===== src/rtl/i2c_srx_pkg.sv =====
// Shared encodings for the I2C slave receiver: engine states, status
// codes, register indices and control-bit positions.
package i2c_srx_pkg;

    typedef enum logic [2:0] {
        ST_IDLE,
        ST_ADDR,
        ST_ACK,
        ST_HOLD,
        ST_DATA
    } srx_state_e;

    localparam logic [7:0] CODE_ADDR_ACK  = 8'h60;
    localparam logic [7:0] CODE_DATA_ACK  = 8'h80;
    localparam logic [7:0] CODE_DATA_NACK = 8'h88;
    localparam logic [7:0] CODE_END       = 8'hA0;
    localparam logic [7:0] CODE_IDLE      = 8'hF8;

    localparam logic [1:0] IDX_OWN  = 2'd0;
    localparam logic [1:0] IDX_CTRL = 2'd1;
    localparam logic [1:0] IDX_STAT = 2'd2;
    localparam logic [1:0] IDX_DATA = 2'd3;

    localparam int CB_EN   = 7;
    localparam int CB_AA   = 6;
    localparam int CB_STA  = 5;
    localparam int CB_STO  = 4;
    localparam int CB_FLAG = 3;

endpackage


===== src/rtl/i2c_srx_sync.sv =====
// Multi-stage synchroniser for a group of asynchronous bus lines.
// Assumes the lines idle high, so every stage resets to 1.
module i2c_srx_sync #(
    parameter int STAGES = 2,
    parameter int WIDTH  = 2
) (
    input  logic             clk,
    input  logic             rst_n,
    input  logic [WIDTH-1:0] d_in,
    output logic [WIDTH-1:0] d_out
);

    for (genvar g = 0; g < WIDTH; g++) begin : g_line
        logic [STAGES-1:0] chain;

        // Shift the raw line through the flop chain.
        always_ff @(posedge clk) begin
            if (!rst_n) chain <= '1;
            else        chain <= {chain[STAGES-2:0], d_in[g]};
        end

        assign d_out[g] = chain[STAGES-1];
    end

endmodule


===== src/rtl/i2c_srx_cond.sv =====
// Bus condition detector: SCL edges plus START (SDA falls while SCL high)
// and STOP (SDA rises while SCL high). Inputs must already be synchronised.
module i2c_srx_cond (
    input  logic clk,
    input  logic rst_n,
    input  logic scl_s,
    input  logic sda_s,
    output logic scl_rise,
    output logic scl_fall,
    output logic start_det,
    output logic stop_det
);

    logic scl_q;
    logic sda_q;

    // Keep the previous sample of each line for edge detection.
    always_ff @(posedge clk) begin
        if (!rst_n) begin
            scl_q <= 1'b1;
            sda_q <= 1'b1;
        end else begin
            scl_q <= scl_s;
            sda_q <= sda_s;
        end
    end

    assign scl_rise  = scl_s & ~scl_q;
    assign scl_fall  = ~scl_s & scl_q;
    assign start_det = scl_s & scl_q & sda_q & ~sda_s;
    assign stop_det  = scl_s & scl_q & ~sda_q & sda_s;

endmodule


===== src/rtl/i2c_srx_engine.sv =====
// Receive engine: shifts the address and data bytes, decides ACK/NACK,
// posts status events and stalls SCL after each acknowledge clock.
// Assumes condition strobes are single-cycle and SCL phases span many clocks.
module i2c_srx_engine
    import i2c_srx_pkg::*;
#(
    parameter int BITS = 8
) (
    input  logic            clk,
    input  logic            rst_n,
    input  logic            en,
    input  logic            aa,
    input  logic            sta_req,
    input  logic            sto_req,
    input  logic            si,
    input  logic [BITS-2:0] own_addr,
    input  logic            sda_s,
    input  logic            scl_rise,
    input  logic            scl_fall,
    input  logic            start_det,
    input  logic            stop_det,
    output logic            sda_drive,
    output logic            scl_hold,
    output logic            set_si,
    output logic [7:0]      set_code,
    output logic            rx_we,
    output logic [BITS-1:0] rx_byte
);

    localparam int CNT_W = $clog2(BITS + 1);
    localparam logic [CNT_W-1:0] LAST = CNT_W'(BITS);

    srx_state_e      state;
    logic [CNT_W-1:0] bitcnt;
    logic [BITS-1:0] shreg;
    logic [7:0]      pend_code;
    logic            resume;
    logic            seen_rise;
    logic            addressed;
    logic            match;

    assign addressed = (state == ST_ACK) || (state == ST_HOLD) || (state == ST_DATA);
    assign match     = (shreg[BITS-1:1] == own_addr) && !shreg[0]
                       && aa && !sta_req && !sto_req;
    assign scl_hold  = (state == ST_HOLD);

    // Main receive sequencer.
    always_ff @(posedge clk) begin
        if (!rst_n) begin
            state     <= ST_IDLE;
            bitcnt    <= '0;
            shreg     <= '0;
            pend_code <= CODE_IDLE;
            resume    <= 1'b0;
            seen_rise <= 1'b0;
            sda_drive <= 1'b0;
            set_si    <= 1'b0;
            set_code  <= CODE_IDLE;
            rx_we     <= 1'b0;
            rx_byte   <= '0;
        end else begin
            set_si <= 1'b0;
            rx_we  <= 1'b0;
            if (!en) begin
                state     <= ST_IDLE;
                sda_drive <= 1'b0;
            end else if (start_det) begin
                if (addressed) begin
                    set_si   <= 1'b1;
                    set_code <= CODE_END;
                end
                state     <= ST_ADDR;
                bitcnt    <= '0;
                sda_drive <= 1'b0;
            end else if (stop_det) begin
                if (addressed) begin
                    set_si   <= 1'b1;
                    set_code <= CODE_END;
                end
                state     <= ST_IDLE;
                sda_drive <= 1'b0;
            end else begin
                unique case (state)
                    ST_IDLE: ;
                    ST_ADDR: begin
                        if (scl_rise && bitcnt != LAST) begin
                            shreg  <= {shreg[BITS-2:0], sda_s};
                            bitcnt <= bitcnt + 1'b1;
                        end else if (scl_fall && bitcnt == LAST) begin
                            if (match) begin
                                state     <= ST_ACK;
                                sda_drive <= 1'b1;
                                pend_code <= CODE_ADDR_ACK;
                                resume    <= 1'b1;
                                seen_rise <= 1'b0;
                            end else begin
                                state <= ST_IDLE;
                            end
                        end
                    end
                    ST_DATA: begin
                        if (scl_rise && bitcnt != LAST) begin
                            shreg  <= {shreg[BITS-2:0], sda_s};
                            bitcnt <= bitcnt + 1'b1;
                        end else if (scl_fall && bitcnt == LAST) begin
                            state     <= ST_ACK;
                            sda_drive <= aa;
                            pend_code <= aa ? CODE_DATA_ACK : CODE_DATA_NACK;
                            resume    <= aa;
                            seen_rise <= 1'b0;
                            rx_we     <= 1'b1;
                            rx_byte   <= shreg;
                        end
                    end
                    ST_ACK: begin
                        if (scl_rise) begin
                            seen_rise <= 1'b1;
                        end else if (scl_fall && seen_rise) begin
                            sda_drive <= 1'b0;
                            set_si    <= 1'b1;
                            set_code  <= pend_code;
                            state     <= ST_HOLD;
                        end
                    end
                    ST_HOLD: begin
                        if (!si && !set_si) begin
                            state  <= resume ? ST_DATA : ST_IDLE;
                            bitcnt <= '0;
                        end
                    end
                    default: state <= ST_IDLE;
                endcase
            end
        end
    end

endmodule


===== src/rtl/i2c_srx_regs.sv =====
// Host register file: own address, control with the interrupt flag,
// status view and last received byte. An engine flag set beats a host clear.
module i2c_srx_regs
    import i2c_srx_pkg::*;
#(
    parameter int BITS = 8
) (
    input  logic            clk,
    input  logic            rst_n,
    input  logic            wr_en,
    input  logic [1:0]      wr_idx,
    input  logic [7:0]      wr_data,
    input  logic [1:0]      rd_idx,
    output logic [7:0]      rd_data,
    input  logic            set_si,
    input  logic [7:0]      set_code,
    input  logic            rx_we,
    input  logic [BITS-1:0] rx_byte,
    output logic            en,
    output logic            aa,
    output logic            sta_req,
    output logic            sto_req,
    output logic            si,
    output logic [BITS-2:0] own_addr,
    output logic [7:0]      stat_view
);

    logic [7:0]      status_q;
    logic [BITS-1:0] data_q;
    logic            unused_wr_bits;

    assign unused_wr_bits = ^wr_data[2:0];

    // Host writes to own address and control, engine events to flag/status.
    always_ff @(posedge clk) begin
        if (!rst_n) begin
            own_addr <= '0;
            en       <= 1'b0;
            aa       <= 1'b0;
            sta_req  <= 1'b0;
            sto_req  <= 1'b0;
            si       <= 1'b0;
            status_q <= CODE_IDLE;
        end else begin
            if (wr_en && wr_idx == IDX_OWN) own_addr <= wr_data[7:1];
            if (wr_en && wr_idx == IDX_CTRL) begin
                en      <= wr_data[CB_EN];
                aa      <= wr_data[CB_AA];
                sta_req <= wr_data[CB_STA];
                sto_req <= wr_data[CB_STO];
                if (!wr_data[CB_FLAG]) si <= 1'b0;
            end
            if (set_si) begin
                si       <= 1'b1;
                status_q <= set_code;
            end
        end
    end

    // Capture each received byte for the host.
    always_ff @(posedge clk) begin
        if (!rst_n)     data_q <= '0;
        else if (rx_we) data_q <= rx_byte;
    end

    assign stat_view = si ? status_q : CODE_IDLE;

    // Combinational read mux.
    always_comb begin
        unique case (rd_idx)
            IDX_OWN:  rd_data = {own_addr, 1'b0};
            IDX_CTRL: rd_data = {en, aa, sta_req, sto_req, si, 3'b000};
            IDX_STAT: rd_data = stat_view;
            default:  rd_data = data_q;
        endcase
    end

endmodule


===== src/rtl/i2c_target_rx.sv =====
// Top of the I2C slave receiver: synchroniser, condition detector,
// receive engine and host registers. Assumes an 8-bit host port.
module i2c_target_rx #(
    parameter int SYNC_STAGES = 2
) (
    input  logic       clk,
    input  logic       rst_n,
    input  logic       scl_i,
    input  logic       sda_i,
    output logic       scl_oe,
    output logic       sda_oe,
    input  logic       wr_en,
    input  logic [1:0] wr_idx,
    input  logic [7:0] wr_data,
    input  logic [1:0] rd_idx,
    output logic [7:0] rd_data,
    output logic       irq
);

    localparam int BITS = 8;

    logic [1:0]      lines_s;
    logic            scl_rise, scl_fall, start_det, stop_det;
    logic            ctl_en, ctl_aa, ctl_sta, ctl_sto, flag;
    logic [BITS-2:0] own_addr;
    logic            set_si, rx_we;
    logic [7:0]      set_code, stat_view;
    logic [BITS-1:0] rx_byte;

    i2c_srx_sync #(.STAGES(SYNC_STAGES), .WIDTH(2)) u_sync (
        .clk(clk), .rst_n(rst_n), .d_in({scl_i, sda_i}), .d_out(lines_s)
    );

    i2c_srx_cond u_cond (
        .clk(clk), .rst_n(rst_n), .scl_s(lines_s[1]), .sda_s(lines_s[0]),
        .scl_rise(scl_rise), .scl_fall(scl_fall),
        .start_det(start_det), .stop_det(stop_det)
    );

    i2c_srx_engine #(.BITS(BITS)) u_engine (
        .clk(clk), .rst_n(rst_n), .en(ctl_en), .aa(ctl_aa),
        .sta_req(ctl_sta), .sto_req(ctl_sto), .si(flag), .own_addr(own_addr),
        .sda_s(lines_s[0]), .scl_rise(scl_rise), .scl_fall(scl_fall),
        .start_det(start_det), .stop_det(stop_det),
        .sda_drive(sda_oe), .scl_hold(scl_oe), .set_si(set_si),
        .set_code(set_code), .rx_we(rx_we), .rx_byte(rx_byte)
    );

    i2c_srx_regs #(.BITS(BITS)) u_regs (
        .clk(clk), .rst_n(rst_n), .wr_en(wr_en), .wr_idx(wr_idx),
        .wr_data(wr_data), .rd_idx(rd_idx), .rd_data(rd_data),
        .set_si(set_si), .set_code(set_code), .rx_we(rx_we), .rx_byte(rx_byte),
        .en(ctl_en), .aa(ctl_aa), .sta_req(ctl_sta), .sto_req(ctl_sto),
        .si(flag), .own_addr(own_addr), .stat_view(stat_view)
    );

    assign irq = flag;

endmodule


===== config.mk =====
export PLATFORM = sky130hd
export DESIGN_NAME = i2c_target_rx
export DESIGN_NICKNAME = d
export VERILOG_FILES = /design/src/rtl/i2c_srx_pkg.sv /design/src/rtl/i2c_srx_sync.sv /design/src/rtl/i2c_srx_cond.sv /design/src/rtl/i2c_srx_engine.sv /design/src/rtl/i2c_srx_regs.sv /design/src/rtl/i2c_target_rx.sv
export SDC_FILE = /design/constraint.sdc
export NUM_CORES = 1
export LEC_CHECK = 0
export BUFFER_PORTS_ARGS = -buffer_cell sky130_fd_sc_hd__buf_4
export CORE_AREA = 2 2 78 80
export CTS_BUF_LIST = sky130_fd_sc_hd__clkbuf_4 sky130_fd_sc_hd__clkbuf_8 sky130_fd_sc_hd__clkbuf_16
export CTS_CLUSTER_DIAMETER = 50
export DETAILED_ROUTE_END_ITERATION = 6
export DIE_AREA = 0 0 80 82
export GPL_ROUTABILITY_DRIVEN = 0
export PLACE_DENSITY = 0.75
export SLEW_MARGIN = 15
export SYNTH_ARGS = -nofsm -noshare
export SYNTH_HDL_FRONTEND = slang
export SYNTH_SLANG_ARGS = --single-unit

===== constraint.sdc =====
create_clock -name clk -period 2.27 [get_ports clk]
set_clock_uncertainty 0.2 [all_clocks]
set_input_delay 0.454 -clock clk [delete_from_list [all_inputs] [get_ports clk]]
set_output_delay 0.454 -clock clk [all_outputs]
set_load 0.01 [all_outputs]

; ---- Word-level counts from Yosys, hierarchy flattened
; Index checks and enable logic that the tools add are counted.
[classes]
n_reduce_logical = 40
muxes = 58
n_bitwise = 18
add_sub_neg = 1
n_eq_ne = 32
[op_table]
columns = cell, count
row1 = 8-bit two-way mux, 12
row2 = 1-bit two-way mux, 25
row3 = 3-bit two-way mux, 8
row4 = "4-bit != test, second input constant", 6
row5 = 8-bit one-hot mux with 3 select lines, 1
row6 = 8-bit AND reduction, 3
row7 = 4-bit two-way mux, 5
row8 = 8-bit one-hot mux with 2 select lines, 1
row9 = 3-bit one-hot mux with 5 select lines, 1
row10 = "2-bit != test, second input constant", 6
row11 = 3-bit nonzero test, 4
row12 = 1-bit NOT, 11
row13 = 1-bit logical AND, 10
row14 = "2-bit by 1-bit != test with 1-bit output, second input constant", 5
row15 = 10-bit AND reduction, 1
row16 = 5-bit AND reduction, 2
row17 = 9-bit AND reduction, 1
row18 = 4-bit one-hot mux with 2 select lines, 1
row19 = 1-bit AND, 7
row20 = 7-bit == test, 1
row21 = "3-bit by 2-bit == test with 1-bit output, second input constant", 2
row22 = "3-bit by 1-bit != test with 1-bit output, second input constant", 2
row23 = "3-bit != test, second input constant", 2
row24 = 1-bit one-hot mux with 3 select lines, 2
row25 = 21 further kinds, 30
[word_totals]
reg_bits = 78
output_inout_bits = 11
elab_cells = 173

; ---- Longest topological paths before layout
; Gate-level depths: netlist of run 1.
[depth]
depth_word = 11
depth_mapped = 9
ltp_nobuf = 7

; ---- Modules after synthesis
; A second synthesis of run 1 with hierarchy kept.
[hier_totals]
hier_cells = 338
area_unflattened_um2 = 3352.0
[by_module_without_submodules]
columns = mod, area_per_inst_um2, seq_area_each_um2, cells_per_inst, instances
row1 = i2c_srx_engine, 1830.5, 800.8, 193, 1
row2 = i2c_srx_regs, 1316.3, 560.5, 127, 1
row3 = i2c_srx_sync, 120.1, 80.1, 10, 1
row4 = i2c_srx_cond, 85.1, 40.0, 8, 1

; ---- Worst setup path after synthesis of run 1
; Ideal clock, no wire load.
[synth_path]
path_kind = reg2reg
startpoint = register u_engine.bitcnt[0]
endpoint = register u_engine.shreg[1]
required_time_ns = 1.942
arrival_time_ns = 1.742
stages_incl_launch_ff = 9
slack_ns = 0.200
n_path_buf = 1
cell_sequence = dfxtp_1 inv_1 ha_1 and3b_1 a2111oi_2 and3_1 buf_4 mux2i_1 nor2_1
[synth_via]
elab_chain_len = 3
[synth_lines]
columns = element, line_no
row1 = start: declaration, i2c_srx_engine.sv:34  ; logic [CNT_W-1:0] bitcnt;
row2 = start signal: assignment, i2c_srx_engine.sv:88  ; bitcnt <= bitcnt + 1'b1;
row3 = start signal: assignment, i2c_srx_engine.sv:104  ; bitcnt <= bitcnt + 1'b1;
row4 = 4-bit != test, "i2c_srx_engine.sv:86, i2c_srx_engine.sv:102"
row5 = 1-bit logical AND, "i2c_srx_engine.sv:86, i2c_srx_engine.sv:102"
row6 = 5-bit AND reduction (no line), n/a
row7 = end signal: assignment, i2c_srx_engine.sv:87  ; shreg <= {shreg[BITS-2:0], sda_s};
row8 = end signal: assignment, i2c_srx_engine.sv:103  ; shreg <= {shreg[BITS-2:0], sda_s};
row9 = end: declaration, i2c_srx_engine.sv:35  ; logic [BITS-1:0] shreg;
; No other way between the ends.
; A chain may end at the register's enable or synchronous reset.

; ---- Final worst setup path of run 1
[layout_path]
startpoint = register u_regs.si
endpoint = output rd_data[3]
[layout_via]
elab_chain_len = 2
[layout_lines]
columns = element, line_no
row1 = start: declaration, i2c_srx_regs.sv:23  ; output logic si,
row2 = start signal: assignment, i2c_srx_regs.sv:42  ; si <= 1'b0;
row3 = start signal: assignment, i2c_srx_regs.sv:51  ; if (!wr_data[CB_FLAG]) si <= 1'b0;
row4 = start signal: assignment, i2c_srx_regs.sv:54  ; si <= 1'b1;
row5 = 8-bit two-way mux, i2c_srx_regs.sv:66  ; assign stat_view = si ? status_q : CODE_IDLE;
row6 = 8-bit one-hot mux with 3 select lines *, i2c_srx_regs.sv:70  ; unique case (rd_idx)
row7 = end: declaration, i2c_target_rx.sv:16  ; output logic [7:0] rd_data,
; Mark *: on every way between the ends. The rest lies on a longest branch, timed or not.

==> impl_metrics.csv, run 1 <==
group,metric,value,unit
run_status,status,"completed",
power,fin_total_pwr,2.375,mW
sta,slew_headroom,49.62,%
finish,fin_nets,372,
setup_path,rrSetupSlack,0.1,ns
finish,layout-drive-gt1-share,19.55,%
sta,max_freq,0.4604,GHz
setup_path,cp-end-kind,"output pin",
synthesis,synth_edf_count,0,
clock_network,path_clk_slew,0.08,ns
job,maxCapViolations,0,
clock_network,htree_levels,3,
sta,whs,0.08070,ns
clock_network,ctsHoldBuffers,0,
global_routing,grt_pass1_wl,11.32,mm
setup_path,crit_arrival,1.52,ns
routing,wl,6.799,mm
floorplan,boundaryPins,28,
synthesis,synth.top_cell.area_share,46.61,%
routing,drt-initial-drc-count,94,
routing,drcViolationCount,0,
setup_path,startpoint_type,"flip-flop",
finish,diodes,0,
sta,hold_viol,0,
synthesis,seq_area_frac_synth,46.61,%
placement,dp.final_hpwl,4.773,mm
placement,dpl-instance-area,3480,um2
hold_path,min-delay-start,"scl_i",
synthesis,yosysMostFrequentCell,"dfxtp_1",
routing,drt-pass1-iter-count,5,
power,power_density,644.2,nW/um2
synthesis,synth_largest_area_cell,"dfxtp_1",
routing,wire_per_inst,15.70,um
setup_path,worst-path-max-fanout,12,
sta,rsz0062_at_grt,"no",
hold_path,hold_depth,2,
synthesis,ys_ff_latch,74,
synthesis,syn_inst,324,
clock_network,cts_buffer_depth,2,
synthesis,synth_common_cells,"dfxtp_1 (74), nor2_1 (50), mux2i_1 (44)",
synthesis,async_flop_share,0,%
sta,worst_pin_slew,0.7546,ns
setup_path,path_class,"reg2out",
synthesis,synth_area_leaders,"dfxtp_1 (47%), mux2i_1 (14%), nor2_1 (5.9%), mux4_2 (3.5%), nand2b_1 (3.1%)",
global_routing,grt_usage,22.78,%
synthesis,synth.distinct_cells,50,
hold_path,min_to,"u_sync.g_line[1].chain[0]",
sta,setup_tns,0,ns
clock_network,cts_buffers,9,
clock_network,cts.sinks,74,
global_routing,grt_max_degree,46,
floorplan,rows,28,
floorplan,die_y,82,um
global_routing,antenna_found_initial,0,
synthesis,ys_warn_count,0,
global_routing,grt_overflow_total,0,
routing,vias,2388,
setup_path,r2r-start,"u_engine.state[2]",
placement,pre_cts_ws,0.07357,ns
finish,design_area,3687,um2
floorplan,die_area,6560,um2
hold_path,hold_class,"in2reg",
clock_network,cts_tree,"yes",
global_routing,first_global_vias,2307,
finish,fillers,507,
sta,final-setup-viol-count,0,
floorplan,fp.dieW,80,um
synthesis,synth_flop_cell,"dfxtp_1",
routing,routed_via_density,5.515,
synthesis,synth_fp_nets,343,
setup_path,crit-reg2reg-capture,"u_engine.pend_code[7]",
setup_path,reg2reg_depth,4,
sta,slew_violations,0,
sta,min_period,2.172,ns
clock_network,post_cts_buffers,0,
sta,timing.final.ws_setup,0.09788,ns
power,peakVddDrop,0.4989,mV
setup_path,critPathRequiredTime,1.62,ns
clock_network,cts-root-buf,"clkbuf_8",
floorplan,initial_core_util,55.31,%
sta,post-route-period-util,95.69,%
power,total_leakage_power,1.429,nW
synthesis,avgSynthCellArea,9.809,um2
synthesis,syn-cell-area,3178,um2
clock_network,clock_latency,0.36,ns
routing,antenna_left,0,
placement,port_buffers,26,
finish,syn2layout_area_growth,16.02,%
floorplan,coreArea,5746,um2
[where the power goes]
| part | leakage, nW | switching, mW | total (mW) | internal [mW] |
|---|---|---|---|---|
| clock | 0.0847 | 0.502 | 0.928 | 0.426 |
| sequential | 0.599 | 0.0104 | 1.32 | 1.31 |
| combinational | 0.745 | 0.0699 | 0.130 | 0.0599 |
[metrics by stage]
stage / utilization (%) / instances
6_report: 64.18 / 433
3_3_place_gp: 60.56 / 417
4_1_cts: 63.70 / 433
5_1_grt: 64.18 / 433
2_1_floorplan: - / 324
3_5_place_dp: 60.56 / 417
[timing repair]
action	in CTS	in global routing
pin swaps	0	1
gates resized for setup	1	5
setup endpoints to repair	5	14
cloned	0	0
[routing by layer]
metal	global-route usage [%]	share of wire, %	vias up
li1	-	-	1196
met1	29.34	46	1147
met2	37.75	49	38
met3	6.264	3.6	7
met4	6.271	0.99	0
met5	0	0	-
[sequential cells by signal, summed over array words and instances (netlist names), 4 cells and up]
| signal | flops |
|---|---|
| u_sync.g_line.chain | 4 |
| u_regs.data_q | 8 |
| u_regs.status_q | 8 |
| u_engine.rx_byte | 8 |
| u_engine.set_code | 8 |
| u_regs.own_addr | 7 |
| u_engine.pend_code | 4 |
| u_engine.bitcnt | 4 |
| u_engine.shreg | 8 |
[cell type report]
| type | count | area (um2) | share of cell area (%) |
|---|---|---|---|
| Sequential cell | 74 | 1485 | 40.28 |
| Clock buffer | 10 | 137.6 | 3.733 |
| Tap cell | 75 | 93.84 | 2.545 |
| Multi-Input combinational cell | 227 | 1628 | 44.15 |
| Clock inverter | 6 | 41.29 | 1.120 |
| Inverter | 5 | 18.77 | 0.5090 |
| Timing Repair Buffer | 36 | 282.8 | 7.669 |
[cell usage in the layout (no fill, tap or decap), types with 6 or more instances in the layout]
| cell | instances |
|---|---|
| a21oi_1 | 6 |
| clkbuf_8 | 10 |
| xnor2_1 | 7 |
| buf_4 | 35 |
| dfxtp_1 | 73 |
| nor2_1 | 50 |
| mux2i_1 | 44 |
| nand2_1 | 20 |
| o21ai_0 | 8 |
| nand3_1 | 8 |
| nand2b_1 | 16 |
[cells by family (layout without fill, tap and decap cells)]
logic type      Yosys count  count (layout)  synth area share [%]
flops                    74              74                 46.61
compound gates           36              36                 8.229
simple gates            132             132                 21.81
fa+ha+maj                 2               2                0.7873
xor+xnor                  8               8                 2.205
buf+inv                  23              57                 2.952
mux                      49              49                 17.40
[how the worst max path moves through the flow]
stage / end / start / slack (ns) / cells after the start
3_3_place_gp: u_engine.sda_drive / u_engine.state[2] / 0.11 / 5
4_1_cts: rd_data[3] / u_regs.si / 0.02 / 3
5_1_grt: u_engine.shreg[5] / u_engine.bitcnt[1] / 0.02 / 8
6_report: rd_data[3] / u_regs.si / 0.1 / 3
3_5_place_dp: u_engine.sda_drive / u_engine.state[2] / 0.07 / 5
2_1_floorplan: u_engine.shreg[1] / u_engine.bitcnt[0] / 0.20 / 8
[worst max-delay path: stages (launching register included)]
cell and delay, ns:
dfxtp_4 0.44, nand2b_1 0.09, mux4_2 0.48, buf_4 0.16
No activity file was read; power rests on OpenSTA's default activity.
==> run 2: changes to the inputs <==
--- a/config.mk
+++ b/config.mk
@@ -6,13 +6,14 @@
 export NUM_CORES = 1
 export LEC_CHECK = 0
 export BUFFER_PORTS_ARGS = -buffer_cell sky130_fd_sc_hd__buf_4
-export CORE_AREA = 2 2 78 80
+export CORE_AREA = 2 2 77 79
 export CTS_BUF_LIST = sky130_fd_sc_hd__clkbuf_4 sky130_fd_sc_hd__clkbuf_8 sky130_fd_sc_hd__clkbuf_16
 export CTS_CLUSTER_DIAMETER = 50
 export DETAILED_ROUTE_END_ITERATION = 6
-export DIE_AREA = 0 0 80 82
+export DIE_AREA = 0 0 79 81
 export GPL_ROUTABILITY_DRIVEN = 0
-export PLACE_DENSITY = 0.75
+export PLACE_DENSITY = 0.77
+export SETUP_SLACK_MARGIN = 0.4
 export SLEW_MARGIN = 15
 export SYNTH_ARGS = -nofsm -noshare
 export SYNTH_HDL_FRONTEND = slang
==> constraint.sdc (replaced) <==
create_clock -name clk -period 2.75 [get_ports clk]
set_clock_uncertainty 0.2 [all_clocks]
set_input_delay 0.55 -clock clk [delete_from_list [all_inputs] [get_ports clk]]
set_output_delay 0.55 -clock clk [all_outputs]
set_load 0.01 [all_outputs]
==> run 2 against run 1 <==
Global-route usage is 0.78 points higher. Final cell count shrank 1.4%. Routed wire length grew 1.6%. Sequential cell count stayed put. Die area decreased by 2.5%. Sequential share of layout area is 0.53 points higher. Clock power fell by 8.3%. Combinational power shrank 18%. Count of clock-buffer cells in the layout is 1 higher. Via count up 0.88%. Critical path type unchanged. Non-clock buffer count fell by 6.
==> impl_metrics.csv, run 2 (same netlist as run 1, synthesis figures left out) <==
group,metric,value,unit
routing,wire_per_inst,16.18,um
setup_path,reg2reg_depth,5,
setup_path,crit_arrival,1.50,ns
finish,final_cells,427,
setup_path,path_delay_family,"multiplexers",
sta,setup_tns,0,ns
finish,syn2layout_area_growth,14.61,%
routing,drt-pass1-iter-count,7,
placement,dpl-instance-area,3422,um2
global_routing,grt_usage,23.56,%
placement,port_buffers,26,
placement,pre_cts_ws,0.4864,ns
setup_path,slowest_stage,"mux4_2",
sta,timing.final.ws_setup,0.5008,ns
routing,drt-initial-drc-count,228,
clock_network,path_clk_slew,0.07,ns
global_routing,antenna_found_initial,0,
global_routing,grt_overflow_total,0,
power,peakVddDrop,0.4482,mV
clock_network,cts_tree,"yes",
placement,dp.cells,411,
floorplan,rows,28,
setup_path,critPathRequiredTime,2.00,ns
clock_network,cts-root-buf,"clkbuf_8",
sta,final-setup-viol-count,0,
hold_path,hold_class,"in2reg",
run_status,status,"completed",
power,power_density,561.8,nW/um2
routing,drcViolationCount,0,
floorplan,coreArea,5675,um2
finish,seq_area,1486,um2
sta,post-route-period-util,81.79,%
setup_path,crit_path_start,"u_regs.si",
sta,hold_viol,0,
sta,rsz0062_at_grt,"yes",
sta,worst_pin_slew,0.7385,ns
clock_network,clock_latency,0.35,ns
sta,slew_violations,0,
finish,most-common-layout-cells,"dfxtp_1 (72), nor2_1 (50), mux2i_1 (44), buf_4 (29), nand2_1 (20)",
placement,dp.final_hpwl,4.675,mm
floorplan,fp.dieW,79,um
finish,fillers,481,
setup_path,path_class,"reg2out",
setup_path,worst-path-max-fanout,12,
finish,fin_nets,366,
sta,max_freq,0.4446,GHz
finish,design_area,3642,um2
floorplan,boundaryPins,28,
power,fin_total_pwr,2.046,mW
finish,layout-drive-gt1-share,17.90,%
sta,slew_headroom,50.70,%
clock_network,htree_levels,3,
clock_network,cts_buffers,9,
setup_path,r2r-start,"u_engine.state[0]",
setup_path,crit-reg2reg-capture,"u_engine.sda_drive",
global_routing,first_global_vias,2294,
floorplan,die_area,6399,um2
clock_network,ctsHoldBuffers,0,
floorplan,die_y,81,um
global_routing,grt_pass1_wl,11.36,mm
job,maxCapViolations,0,
finish,multi_input_area,1615,um2
setup_path,cp_cell_sequence,"nand2b_1 -> mux4_2 -> buf_4",
setup_path,cp.depth,3,
setup_path,rrSetupSlack,0.52,ns
sta,min_period,2.249,ns
setup_path,crit_end,"rd_data[4]",
sta,whs,0.1753,ns
setup_path,worst-path-buf-inv,1,
setup_path,cpPeakStageDelay,0.47,ns
setup_path,cp-end-kind,"output pin",
routing,wl,6.909,mm
routing,antenna_left,0,
power,total_leakage_power,1.418,nW
clock_network,cts.sinks,74,
finish,final_core_util,64.18,%
global_routing,grt_max_degree,46,
routing,vias,2409,
clock_network,cts_buffer_depth,2,
routing,routed_via_density,5.642,
setup_path,startpoint_type,"flip-flop",
finish,diodes,0,
finish,final_common_cell,"dfxtp_1",
floorplan,initial_core_util,56.00,%
-- run 2: cell count changes in the layout (fill, tap and decap cells not counted), sizes merged --
cell / previous run / this run
clkbuf: 10 / 11
bufinv: 0 / 1
buf: 36 / 30
inv: 6 / 5
clkinv: 2 / 4
clkinvlp: 3 / 0
-- run 2: layout make-up --
cell class              instances  share of cell area, %
clock inverters                 5                  1.477
flip-flops and latches         74                  40.81
inverters                       5                 0.5153
clock buffers                  11                  3.985
well taps                      75                  2.576
multi-input cells             227                  44.35
repair buffers                 30                  6.287
-- run 2: worst min path at each step --
stage,to,from,depth (start not counted)
6_report,u_sync.g_line[1].chain[0],scl_i,2
5_1_grt,u_sync.g_line[0].chain[0],sda_i,2
4_1_cts,u_sync.g_line[1].chain[0],scl_i,2
3_5_place_dp,u_sync.g_line[0].chain[1],u_sync.g_line[0].chain[0],1
3_3_place_gp,u_sync.g_line[1].chain[1],u_sync.g_line[1].chain[0],1
2_1_floorplan,u_sync.g_line[0].chain[1],u_sync.g_line[0].chain[0],1
-- run 2: what timing repair did --
item / CTS / global route
setup endpoints to repair: 5 / 11
setup buffers: 0 / 0
hold endpoints to repair: 0 / 0
gates resized for setup: 1 / 4
-- run 2: worst reg2reg max path, delay by kind of cell (launching register included) --
| kind | cells | cell delay, ns |
|---|---|---|
| DFF | 1 | 0.45 |
| AOI/OAI and AO/OA | 2 | 0.71 |
| and+or+nand+nor | 3 | 0.77 |
-- run 2: power breakdown --
group | switching [mW] | internal [mW] | total (mW)
clock | 0.400 | 0.451 | 0.851
sequential | 0.00919 | 1.08 | 1.09
combinational | 0.0584 | 0.0485 | 0.107
-- run 2: metal layers --
layer | share of wire, % | routed length, um | track usage (%) | vias up
li1 | - | - | - | 1181
met1 | 46 | 3175 | 29.92 | 1129
met2 | 47 | 3275 | 38.31 | 85
met3 | 4.6 | 315 | 4.889 | 14
met4 | 2.1 | 143 | 11.90 | 0
met5 | 0 | 0 | 0 | -
==> run 3: changes to the inputs <==
--- a/config.mk
+++ b/config.mk
@@ -6,13 +6,13 @@
 export NUM_CORES = 1
 export LEC_CHECK = 0
 export BUFFER_PORTS_ARGS = -buffer_cell sky130_fd_sc_hd__buf_4
-export CORE_AREA = 2 2 77 79
+export CORE_AREA = 2 2 81 83
 export CTS_BUF_LIST = sky130_fd_sc_hd__clkbuf_4 sky130_fd_sc_hd__clkbuf_8 sky130_fd_sc_hd__clkbuf_16
 export CTS_CLUSTER_DIAMETER = 50
 export DETAILED_ROUTE_END_ITERATION = 6
-export DIE_AREA = 0 0 79 81
+export DIE_AREA = 0 0 83 85
 export GPL_ROUTABILITY_DRIVEN = 0
-export PLACE_DENSITY = 0.77
+export PLACE_DENSITY = 0.73
 export SETUP_SLACK_MARGIN = 0.4
 export SLEW_MARGIN = 15
 export SYNTH_ARGS = -nofsm -noshare
==> constraint.sdc (replaced) <==
create_clock -name clk -period 1.8 [get_ports clk]
set_clock_uncertainty 0.2 [all_clocks]
set_input_delay 0.36 -clock clk [delete_from_list [all_inputs] [get_ports clk]]
set_output_delay 0.36 -clock clk [all_outputs]
set_load 0.01 [all_outputs]
==> run 3 against run 2 <==
The flow now finishes with violations (negative setup slack). Largest power group unchanged. Critical path depth is the same. Global-route usage up 2.0 points. Die area grew 10%. Register-to-register slack worse by 0.78 ns. Clock power is 61% higher. First-iteration DRC count shrank 34%.
==> impl_metrics.csv, run 3 (same netlist as run 1, synthesis figures left out) <==
group,metric,value,unit
run_status,status,"finished, violations left",
run_status,failed_checks,"negative setup slack",
power,fin_total_pwr,3.275,mW
global_routing,grt_overflow_total,0,
floorplan,rows,29,
setup_path,startpoint_type,"flip-flop",
floorplan,die_area,7055,um2
setup_path,reg2reg_depth,7,
finish,syn2layout_area_growth,49.41,%
setup_path,r2r-start,"u_engine.bitcnt[1]",
power,switching_share,24.55,%
finish,layout-drive-gt1-share,46.88,%
global_routing,grt_max_degree,46,
setup_path,path_class,"reg2out",
job,maxCapViolations,0,
setup_path,crit_end,"rd_data[3]",
routing,antenna_left,0,
sta,hold_viol,0,
routing,routed_via_density,5.612,
sta,max_freq,0.4807,GHz
routing,wire_per_inst,18.32,um
finish,final_common_cell,"buf_4",
sta,post-route-period-util,115.6,%
setup_path,crit-reg2reg-capture,"u_engine.shreg[2]",
routing,drcViolationCount,0,
floorplan,die_y,85,um
sta,slew_headroom,61.26,%
power,p_int,2.471,mW
setup_path,crit_path_start,"u_regs.si",
clock_network,cts_buffers,9,
power,power_density,689.7,nW/um2
clock_network,cts.sinks,74,
floorplan,initial_core_util,51.22,%
hold_path,hold_class,"in2reg",
setup_path,crit_arrival,1.52,ns
routing,drt-initial-drc-count,151,
finish,design_area,4748,um2
setup_path,worst-path-max-fanout,8,
clock_network,cts-root-buf,"clkbuf_8",
clock_network,cts_buffer_depth,2,
power,total_leakage_power,1.967,nW
power,comb_power_share,7.6,%
power,clkPwrFrac,41.8,%
floorplan,fp.dieW,83,um
routing,vias,2862,
sta,timing.final.ws_setup,-0.2804,ns
setup_path,cp-end-kind,"output pin",
sta,slew_violations,0,
placement,dp.final_hpwl,5.399,mm
routing,drt-pass1-iter-count,4,
finish,most-common-layout-cells,"buf_4 (79), dfxtp_1 (57), nor2_1 (49), mux2i_1 (44), buf_6 (27)",
setup_path,critPathRequiredTime,1.24,ns
clock_network,clock_latency,0.36,ns
power,peakVddDrop,0.7419,mV
placement,dpl-instance-area,3895,um2
clock_network,path_clk_slew,0.08,ns
floorplan,coreArea,6205,um2
global_routing,grt_pass1_wl,14.20,mm
placement,port_buffers,26,
power,p_sw,0.8040,mW
sta,final-setup-viol-count,37,
finish,fillers,384,
sta,min_period,2.080,ns
sta,setup_tns,-7.093,ns
floorplan,boundaryPins,28,
clock_network,cts_tree,"yes",
sta,rsz0062_at_grt,"yes",
sta,worst_pin_slew,0.5798,ns
finish,fin_nets,447,
global_routing,antenna_found_initial,0,
clock_network,htree_levels,3,
global_routing,grt_usage,25.55,%
setup_path,rrSetupSlack,-0.26,ns
power,seqPwrFrac,50.6,%
routing,wl,9.345,mm
finish,diodes,0,
global_routing,first_global_vias,2897,
==> run 3: cell count changes in the layout (fill, tap and decap cells not counted), sizes merged <==
cell / previous run / this run
inv: 5 / 6
dlygate4sd3: 0 / 2
and3: 6 / 7
clkinvlp: 0 / 2
clkinv: 4 / 1
buf: 30 / 107
or2: 1 / 2
==> run 3: repair_timing <==
item | 4_1_cts | 5_1_grt
hold buffers | 2 | 0
pin swaps | 18 | 18
setup endpoints to repair | 51 | 50
gates cloned | 2 | 0
gates resized for setup | 54 | 36
setup buffers | 18 | 11
endpoints found under the hold margin | 2 | 0
==> run 3: area by class of cell <==
cell class / count / area, um2 / area share (%)
Inverter: 5 / 18.77 / 0.3953
Sequential cell: 74 / 1518 / 31.96
Multi-Input combinational cell: 229 / 1971 / 41.50
Clock inverter: 5 / 62.56 / 1.318
Timing Repair Buffer: 109 / 937.1 / 19.74
Tap cell: 77 / 96.34 / 2.029
Clock buffer: 11 / 145.1 / 3.057
==> run 3: power groups by stage <==
stage	clock [mW]	sequential, mW	combinational (mW)
6_report	1.37	1.66	0.250
4_1_cts	1.38	1.66	0.227
3_5_place_dp	0	1.70	0.202
3_3_place_gp	0	1.70	0.198
2_1_floorplan	0	1.70	0.107
5_1_grt	1.44	1.66	0.265
==> run 3: worst max-delay path, cell delays in order, from the launching register on <==
cell	delay [ns]
dfxtp_4	0.44
nand2b_1	0.11
mux4_2	0.48
buf_6	0.14
==> run 3: metal layers <==
metal  part of all wire (%)  track usage (%)  routed length [um]
met1                     42            31.48                3900
met2                     51            42.96                4784
met3                    4.6            4.767                 428
met4                    2.5            13.11                 231
met5                      0                0                   0
==> run 3: worst min path at each step <==
stage	startpoint	endpoint	slack, ns	cells after the start
final	wr_data[1]	u_regs.own_addr[0]	0.04	3
after floorplan	u_sync.g_line[0].chain[0]	u_sync.g_line[0].chain[1]	0.19	1
after global placement	u_sync.g_line[1].chain[0]	u_sync.g_line[1].chain[1]	0.19	1
after global routing	wr_data[6]	u_regs.aa	0.05	3
after CTS	wr_data[1]	u_regs.own_addr[0]	0.03	3
after detailed placement	u_sync.g_line[1].chain[0]	u_sync.g_line[1].chain[1]	0.20	1
==> run 3: stage by stage <==
step / setup WS [ns] / hold WS (ns) / std cells / util (%)
after floorplan: -0.06996 / 0.1863 / 324 / -
after global placement: -0.1095 / 0.1908 / 461 / 62.77
after detailed placement: -0.1525 / 0.1969 / 461 / 62.77
after CTS: -0.2485 / 0.03087 / 499 / 72.21
after global routing: -0.3273 / 0.05420 / 510 / 76.53
final: -0.2804 / 0.03930 / 510 / 76.53
